<file path="config.mk">
export PLATFORM = sky130hd
export DESIGN_NAME = irq_event_arbiter
export DESIGN_NICKNAME = d
export VERILOG_FILES = /design/src/rtl/irq_arb_pkg.sv /design/src/rtl/irq_cfg_regs.sv /design/src/rtl/irq_level_map.sv /design/src/rtl/irq_pick_max.sv /design/src/rtl/irq_event_arbiter.sv
export SDC_FILE = /design/constraint.sdc
export NUM_CORES = 1
export LEC_CHECK = 0
export BUFFER_PORTS_ARGS = -buffer_cell sky130_fd_sc_hd__buf_2
export CAP_MARGIN = 20
export CORE_UTILIZATION = 60
export DETAILED_ROUTE_END_ITERATION = 8
export MAX_ROUTING_LAYER = met4
export PLACE_DENSITY = 0.79
export SLEW_MARGIN = 20
export SYNTH_ARGS = -nofsm -noshare
export SYNTH_HDL_FRONTEND = slang
export SYNTH_HIERARCHICAL = 1
export SYNTH_SLANG_ARGS = --single-unit
export TNS_END_PERCENT = 1
</file>
<file path="constraint.sdc">
create_clock -name clk -period 47.9 [get_ports clk]
set_input_delay 7.185 -clock clk [delete_from_list [all_inputs] [get_ports clk]]
set_output_delay 7.185 -clock clk [all_outputs]
set_load 0.005 [all_outputs]
</file>
<file path="src/rtl/irq_arb_pkg.sv">
package irq_arb_pkg;
  localparam int PRI_BITS = 3;
  localparam int LVL_BITS = PRI_BITS + 1;

  // Zero stays zero (source off); nonzero n gets a set top bit, i.e. 8+n.
  function automatic logic [LVL_BITS-1:0] widen_level(input logic [PRI_BITS-1:0] setting);
    if (setting == '0) widen_level = '0;
    else               widen_level = {1'b1, setting};
  endfunction
endpackage

</file>
<file path="src/rtl/irq_cfg_regs.sv">
module irq_cfg_regs import irq_arb_pkg::*; #(
  parameter int N_SRC  = 17,
  parameter int ADDR_W = $clog2(N_SRC + 1)
) (
  input  logic                      clk,
  input  logic                      rst,
  input  logic                      cfg_we,
  input  logic [ADDR_W-1:0]         cfg_addr,
  input  logic [PRI_BITS:0]         cfg_wdata,
  output logic [N_SRC-1:0]          en_q,
  output logic [N_SRC*PRI_BITS-1:0] pri_q,
  output logic                      glb_en_q
);
  localparam logic [ADDR_W-1:0] GLB_ADDR = ADDR_W'(N_SRC);

  logic glb_hit;
  assign glb_hit = cfg_we && (cfg_addr == GLB_ADDR);

  always_ff @(posedge clk) begin
    if (rst)          glb_en_q <= 1'b0;
    else if (glb_hit) glb_en_q <= cfg_wdata[0];
  end

  for (genvar i = 0; i < N_SRC; i++) begin : g_src
    logic wr_hit;
    assign wr_hit = cfg_we && (cfg_addr == ADDR_W'(i));
    always_ff @(posedge clk) begin
      if (rst) begin
        en_q[i]                       <= 1'b0;
        pri_q[i*PRI_BITS +: PRI_BITS] <= '0;
      end else if (wr_hit) begin
        en_q[i]                       <= cfg_wdata[PRI_BITS];
        pri_q[i*PRI_BITS +: PRI_BITS] <= cfg_wdata[PRI_BITS-1:0];
      end
    end
  end

  logic bad_addr_wr;
  assign bad_addr_wr = cfg_we && (cfg_addr > GLB_ADDR);

  assert_bad_addr_ignored_R10: assert property (@(posedge clk) disable iff (rst)
    bad_addr_wr |=> ($stable(en_q) && $stable(pri_q) && $stable(glb_en_q)));

  assert_reset_clear_R1: assert property (@(posedge clk)
    $past(rst) |-> (en_q == '0 && pri_q == '0 && !glb_en_q));
endmodule

</file>
<file path="src/rtl/irq_level_map.sv">
module irq_level_map import irq_arb_pkg::*; #(
  parameter int N_SRC = 17
) (
  input  logic [N_SRC-1:0]          req_in,
  input  logic [N_SRC-1:0]          en_q,
  input  logic [N_SRC*PRI_BITS-1:0] pri_q,
  input  logic                      glb_en_q,
  output logic [N_SRC*LVL_BITS-1:0] eff_lvl
);
  for (genvar i = 0; i < N_SRC; i++) begin : g_map
    logic live;
    assign live = glb_en_q && en_q[i] && req_in[i];
    assign eff_lvl[i*LVL_BITS +: LVL_BITS] =
      live ? widen_level(pri_q[i*PRI_BITS +: PRI_BITS]) : '0;
  end
endmodule

</file>
<file path="src/rtl/irq_pick_max.sv">
module irq_pick_max import irq_arb_pkg::*; #(
  parameter int N_SRC = 17,
  parameter int ID_W  = $clog2(N_SRC)
) (
  input  logic [N_SRC*LVL_BITS-1:0] eff_lvl,
  output logic [LVL_BITS-1:0]       best_lvl,
  output logic [ID_W-1:0]           best_id
);
  // Strict greater-than keeps the earliest index on ties.
  always_comb begin
    best_lvl = '0;
    best_id  = '0;
    for (int i = 0; i < N_SRC; i++) begin
      if (eff_lvl[i*LVL_BITS +: LVL_BITS] > best_lvl) begin
        best_lvl = eff_lvl[i*LVL_BITS +: LVL_BITS];
        best_id  = ID_W'(i);
      end
    end
  end
endmodule

</file>
<file path="src/rtl/irq_event_arbiter.sv">
module irq_event_arbiter import irq_arb_pkg::*; #(
  parameter int N_SRC  = 17,
  parameter int ADDR_W = $clog2(N_SRC + 1),
  parameter int ID_W   = $clog2(N_SRC)
) (
  input  logic                clk,
  input  logic                rst,
  input  logic [N_SRC-1:0]    req_in,
  input  logic [LVL_BITS-1:0] cpu_pri,
  input  logic                cfg_we,
  input  logic [ADDR_W-1:0]   cfg_addr,
  input  logic [PRI_BITS:0]   cfg_wdata,
  output logic                irq_req,
  output logic [ID_W-1:0]     irq_id,
  output logic [LVL_BITS-1:0] irq_level
);
  logic [N_SRC-1:0]          en_q;
  logic [N_SRC*PRI_BITS-1:0] pri_q;
  logic                      glb_en_q;
  logic [N_SRC*LVL_BITS-1:0] eff_lvl;
  logic [LVL_BITS-1:0]       best_lvl;
  logic [ID_W-1:0]           best_id;
  logic                      fire;

  irq_cfg_regs #(.N_SRC(N_SRC), .ADDR_W(ADDR_W)) u_cfg (
    .clk(clk), .rst(rst), .cfg_we(cfg_we), .cfg_addr(cfg_addr),
    .cfg_wdata(cfg_wdata), .en_q(en_q), .pri_q(pri_q), .glb_en_q(glb_en_q));

  irq_level_map #(.N_SRC(N_SRC)) u_map (
    .req_in(req_in), .en_q(en_q), .pri_q(pri_q), .glb_en_q(glb_en_q),
    .eff_lvl(eff_lvl));

  irq_pick_max #(.N_SRC(N_SRC), .ID_W(ID_W)) u_pick (
    .eff_lvl(eff_lvl), .best_lvl(best_lvl), .best_id(best_id));

  assign fire = (best_lvl > cpu_pri);

  always_ff @(posedge clk) begin
    if (rst) begin
      irq_req   <= 1'b0;
      irq_id    <= '0;
      irq_level <= '0;
    end else begin
      irq_req   <= fire;
      irq_id    <= fire ? best_id  : '0;
      irq_level <= fire ? best_lvl : '0;
    end
  end

  assert_idle_outputs_zero_R8: assert property (@(posedge clk) disable iff (rst)
    !irq_req |-> (irq_id == '0 && irq_level == '0));

  assert_above_cpu_R8: assert property (@(posedge clk) disable iff (rst)
    irq_req |-> (irq_level > $past(cpu_pri)));

  assert_level_range_R5: assert property (@(posedge clk) disable iff (rst)
    irq_req |-> (irq_level >= LVL_BITS'(9)));

  assert_global_gate_R2: assert property (@(posedge clk) disable iff (rst)
    irq_req |-> $past(glb_en_q));

  assert_winner_enabled_R3: assert property (@(posedge clk) disable iff (rst)
    irq_req |-> $past(en_q[best_id] && req_in[best_id]));

  assert_winner_nonzero_R4: assert property (@(posedge clk) disable iff (rst)
    irq_req |-> ($past(pri_q[best_id*PRI_BITS +: PRI_BITS]) != '0));

  assert_reset_outputs_R1: assert property (@(posedge clk)
    $past(rst) |-> (!irq_req && irq_id == '0 && irq_level == '0));
endmodule

</file>
==> results of run 1 <==
registers in the layout, summed over array words and instances, names as in the netlist:
| name | cells |
|---|---|
| irq_level | 4 |
| u_cfg/en_q | 17 |
| u_cfg/glb_en_q | 1 |
| irq_id | 5 |
| irq_req | 1 |
| u_cfg/pri_q | 51 |
cells by family after synthesis:
kind of cell    count (synthesis)
simple gates                  374
xor+xnor                        5
mux                            86
fa+ha+maj                      50
buf+inv                        83
compound gates                252
flops                          79
Yosys cell counts, drive strengths merged (4+ instances only):
cell type | number | area, um^2
a211o | 6 | 52.6
nor3 | 9 | 55.1
dfxtp | 79 | 1580
nand3 | 19 | 100
xnor2 | 4 | 35.0
a21o | 7 | 52.6
o21a | 10 | 75.1
nand2b | 87 | 544
and3 | 26 | 189
o31a | 25 | 231
nand2 | 81 | 312
o211ai | 12 | 110
mux2 | 10 | 116
or3 | 4 | 30.0
a21oi | 50 | 277
o2111ai | 7 | 61.3
and2 | 64 | 433
a21boi | 10 | 82.6
mux2i | 76 | 761
a2111oi | 4 | 48.8
nor4 | 6 | 58.8
ha | 47 | 588
or2 | 7 | 43.8
nand4 | 4 | 25.0
inv | 56 | 210
a31oi | 10 | 83.8
nor2 | 39 | 149
nor2b | 14 | 95.1
o22ai | 6 | 37.5
buf | 17 | 104
o221ai | 4 | 47.6
o21ai | 48 | 248
a211oi | 14 | 130
clkbuf | 10 | 37.5
layout make-up:
class                           instances  share of cell area, %
Antenna cell                            1                 0.0305
Clock buffer                           11                   2.96
Clock inverter                          5                  0.504
Inverter                               56                   2.57
Multi-Input combinational cell        767                   69.4
Sequential cell                        79                   19.3
Tap cell                              168                   2.57
Timing Repair Buffer                   43                   2.66
stage by stage:
step | util, % | setup slack (ps)
after floorplan | - | 16360
after global placement | 64.8 | 13710
after detailed placement | 64.8 | 13220
after CTS | 67.1 | 13440
after global routing | 67.1 | 10670
final | 67.1 | 13250
layer usage:
layer | GRT usage (%) | share of wire, % | vias up
li1 | - | - | 3448
met1 | 37.7 | 49 | 3213
met2 | 48.0 | 47 | 169
met3 | 2.75 | 3.4 | 23
met4 | 8.23 | 1.5 | 0
met5 | - | 0 | -
how the worst min path moves through the flow:
| stage | slack [ps] | from | end | cells after the start |
|---|---|---|---|---|
| global placement | 460 | u_cfg/en_q[11] | u_cfg/en_q[11] | 2 |
| global route | 490 | u_cfg/en_q[6] | u_cfg/en_q[6] | 2 |
| detailed placement | 470 | u_cfg/en_q[6] | u_cfg/en_q[6] | 2 |
| finish | 470 | u_cfg/en_q[13] | u_cfg/en_q[13] | 2 |
| floorplan | 440 | u_cfg/en_q[0] | u_cfg/en_q[0] | 2 |
| CTS | 480 | u_cfg/en_q[13] | u_cfg/en_q[13] | 2 |
layout by cell type, fill, tap and decap left out, types with 7 or more instances in the layout:
master,count
a21oi_1,45
and3_1,8
clkbuf_16,9
a211oi_1,9
nand2b_1,87
and2_1,37
mux2_2,9
nor2_1,38
mux2i_1,76
nor3_1,7
a21o_1,7
buf_2,42
nor2b_1,13
dfxtp_1,79
ha_1,47
and3_2,17
o31a_1,15
o2111ai_1,7
a31oi_1,8
and2_2,26
nand2_1,78
o21ai_1,9
nand3_1,18
inv_1,56
o31a_2,10
o211ai_1,8
o21ai_0,37
o21a_1,10
critical path: cells and delay by family:
| kind | cells | cell delay, ps |
|---|---|---|
| buffers and inverters | 5 | 370 |
| AND/OR/NAND/NOR | 47 | 8120 |
| AO/OA/AOI/OAI | 56 | 12030 |
| multiplexers | 5 | 1550 |
| adder cells (fa/ha/maj) | 18 | 5590 |
where the power goes:
part	switching (uW)	internal (uW)
Sequential	0.298	66.1
Combinational	4.14	3.12
Clock	27.0	36.9
==> results.toml, run 1 <==
[outcome]
run_status = "completed"

[run]
cap_violations = 0

[worst_setup_path]
ff2ff_setup_slack_ps = 19830
rr_startpoint = "u_cfg/glb_en_q"
endpoint = "irq_id[2]"
reg2reg_depth = 131
arrival_ps = 34910
crit_type = "in -> reg"
worstReg2RegEnd = "irq_id[2]"
cp_data_required_time_ps = 48160
worst_setup_path_start_kind = "input pin"
worst-path-max-fanout = 14
end_kind = "flip-flop"
startpoint = "req_in[1]"
critical_path.most_common_cell = "ha_1"
cpMaxStageDelayCell = "a211oi_2"
max_stage_delay_ps = 570

[final_layout]
multi_input_area_mm2 = 0.00569
finalNonFillerCells = 1130
syn_to_final_growth_pct = 7.52
nFillCells = 1086
fin_nets = 1036
seqCellArea_mm2 = 0.00158
drive_above_1_share_pct = 18.5
final_cell_area_mm2 = 0.00819

[yosys]
synth_xor_area_share_pct = 0.575
syn_area_mm2 = 0.00762
ys_ff_latch = 79
synth_compound_area_share_pct = 25.9
synth_warnings = 6
synth-simple-area-share_pct = 28.5
synth_edf_count = 0
syn_inst = 929
ys_types = 106
syn_avg_cell_area_um2 = 8.20
synth_top_flop_cell = "dfxtp_1"
synth-async-reset-ratio_pct = 0
synth_top_family_by_area = "simple AND/OR/NAND/NOR gates"
synth-adder-area-share_pct = 8.11
synth.net_count = 1009
seq_area_frac_synth_pct = 20.8
synth_mux_area_share_pct = 11.5

[clocking]
hold_buffers = 0
clock_latency_ps = 330
cts_tree = "built"
post_cts_resized = 0
cts.sinks = 79
root_buffer = "clkbuf_16"
cts_setup_buffers = 0
numCtsBuffers = 9
cts_htree_levels = 3
clockBufferDepth = 2
cts.clk_slew.worst_paths_ps = 60

[detailed_routing]
routed_via_density = 6.06
drtIter0Drc = 472
post_drt_wl_per_cell_um = 15.8
vias = 6853
firstDrtPassIters = 5
drc_errors = 0
wirelength_mm = 17.9
antenna_left = 0

[sta]
slew_headroom_pct = 33.7
setup_viol = 0
drv_slew = 0
fin_crit_sh_pct = 72.3
fin_skew_ps = 6.69
holdWs_ps = 473
setup_tns_ps = 0
grt_setup_unrepaired = "no"
max_freq_mhz = 28.9
hold_viol_final = 0
worstMarginPinSlew_ps = 994
fin_crit_ps = 34650

[grt]
first_global_vias = 6496
gr-total-overflow = 0
grt_pass1_wl_mm = 30.0
grt_max_degree = 75
antenna_found_initial = 1
track_usage_pct = 29.0

[placed_design]
hpwl_mm = 13.8
place_inst = 1113
gp_congestion = 0.938
dpl-instance-area_mm2 = 0.00791
io_buffer_count = 42

[die]
die-area_mm2 = 0.0132
io_pins = 43
die_y_um = 115
start_util_pct = 62.4
die_w_um = 115
rows = 40
core_area_mm2 = 0.0122

[pwr]
power.total_uw = 138
power_density_mw_per_mm2 = 16.8
leakagePower_uw = 0.00364
vdd_drop_max_mv = 0.0196

[worst_hold_path]
min_path_type = "reg -> reg"
(Power assumes the default switching activity.)
==> inputs of run 2 (changes only) <==
- CORE_UTILIZATION: 60 -> 57
- PLACE_DENSITY: 0.79 -> 0.78
- clock period: 47.9 -> 29.1 ns (I/O delays scaled with it)
==> results.toml, run 2 (same netlist as run 1, synthesis figures left out) <==
[outcome]
run_status = "completed"

[worst_setup_path]
max_stage_delay_ps = 440
cp_data_required_time_ps = 29360
end_kind = "flip-flop"
critical_path.most_common_cell = "ha_1"
arrival_ps = 28810
crit_type = "in -> reg"
worst-path-max-fanout = 7
worst_setup_path_start_kind = "input pin"
cpMaxStageDelayCell = "ha_1"

[sta]
setup_viol = 0
drv_slew = 0
worstMarginPinSlew_ps = 1020
fin_crit_sh_pct = 98.1
fin_skew_ps = 4.37
slew_headroom_pct = 32.2
holdWs_ps = 477
fin_crit_ps = 28550
setup_slack_ps = 552
hold_viol_final = 0
max_freq_mhz = 35.0

[placed_design]
gp_congestion = 0.978
dpl-instance-area_mm2 = 0.00813
io_buffer_count = 42
place_inst = 1146
post-place-ws_ps = -617
hpwl_mm = 14.3

[final_layout]
fin_nets = 1102
final_common_cell = "nand2b_1"
reg.largest.list = "u_cfg/pri_q x51, u_cfg/en_q x17, irq_id x5"
antenna_cells = 0
drive_above_1_share_pct = 30.7
post-route-util_pct = 72.0
final_cell_area_mm2 = 0.00923
finalNonFillerCells = 1199
syn_to_final_growth_pct = 21.1
largest_register_ffs = 51
largest_register = "u_cfg/pri_q"
final_cell_mix = "87 x nand2b_1, 79 x dfxtp_1, 77 x nand2_1"

[grt]
gr-total-overflow = 0
grt_max_degree = 76
grt_pass1_wl_mm = 31.7
antenna_found_initial = 0
track_usage_pct = 28.2
first_global_vias = 6771

[pwr]
power_density_mw_per_mm2 = 25.0
vdd_drop_max_mv = 0.0349
leakagePower_uw = 0.00401

[clocking]
root_buffer = "clkbuf_16"
cts.clk_slew.worst_paths_ps = 60
clockBufferDepth = 2
clock_latency_ps = 330
cts_htree_levels = 3
numCtsBuffers = 9
cts.sinks = 79
cts_tree = "built"

[run]
cap_violations = 0

[die]
start_util_pct = 59.4
die_w_um = 118
core_area_mm2 = 0.0128
io_pins = 43
rows = 41
die_y_um = 118
die-area_mm2 = 0.0138

[detailed_routing]
routed_via_density = 6.30
drtIter0Drc = 616
vias = 7550
firstDrtPassIters = 5
drc_errors = 0
antenna_left = 0
post_drt_wl_per_cell_um = 18.0
wirelength_mm = 21.5

[worst_hold_path]
min_path_type = "reg -> reg"
[run 2: critical path: cells and delay by family]
family / cells / cell delay [ps]
AOI/OAI and AO/OA: 47 / 8000
adders and majority gates: 19 / 5600
buffers and inverters: 8 / 1080
muxes: 9 / 2740
and+or+nand+nor: 48 / 7030
[run 2: worst paths after layout]
path | slack, ps | startpoint | cells after the start | end
hold / removal | 480 | u_cfg/en_q[15] | 2 | u_cfg/en_q[15]
hold reg to reg | 480 | u_cfg/en_q[15] | 2 | u_cfg/en_q[15]
setup reg to reg | 3770 | u_cfg/glb_en_q | 130 | irq_id[0]
setup / recovery | 550 | req_in[1] | 131 | irq_id[0]
[run 2: layer usage]
| layer | track usage [%] | routed length [um] | vias to the layer above |
|---|---|---|---|
| li1 | - | - | 3583 |
| met1 | 36.5 | 9570 | 3630 |
| met2 | 47.6 | 10600 | 282 |
| met3 | 3.15 | 988 | 55 |
| met4 | 5.21 | 404 | 0 |
| met5 | - | 0 | - |
[run 2: stage by stage]
step | setup TNS [ps] | power, uW
floorplan | 0 | 119
global placement | 0 | 123
detailed placement | -5840 | 123
CTS | 0 | 230
global route | -5970 | 238
finish | 0 | 231
[run 2: power by group]
part / internal [uW] / switching [uW] / total [uW]
logic: 5.76 / 7.68 / 13.4
clock network: 61.4 / 46.9 / 108
registers: 109 / 0.544 / 109
total: 176 / 55.1 / 231
[run 2: area by class of cell]
class,count,area (um^2)
fillers,960,3590
well taps,172,215
inverters,56,210
repair buffers,107,702
multi-input cells,769,6230
flip-flops and latches,79,1580
clock buffers,10,239
clock inverters,6,50.0
[run 2: what timing repair did]
item	CTS	global route
pin swaps	2	44
hold buffers	0	0
gates resized for setup	11	97
buffers inserted	4	31
endpoints found under the setup margin	10	10
cloned	1	1
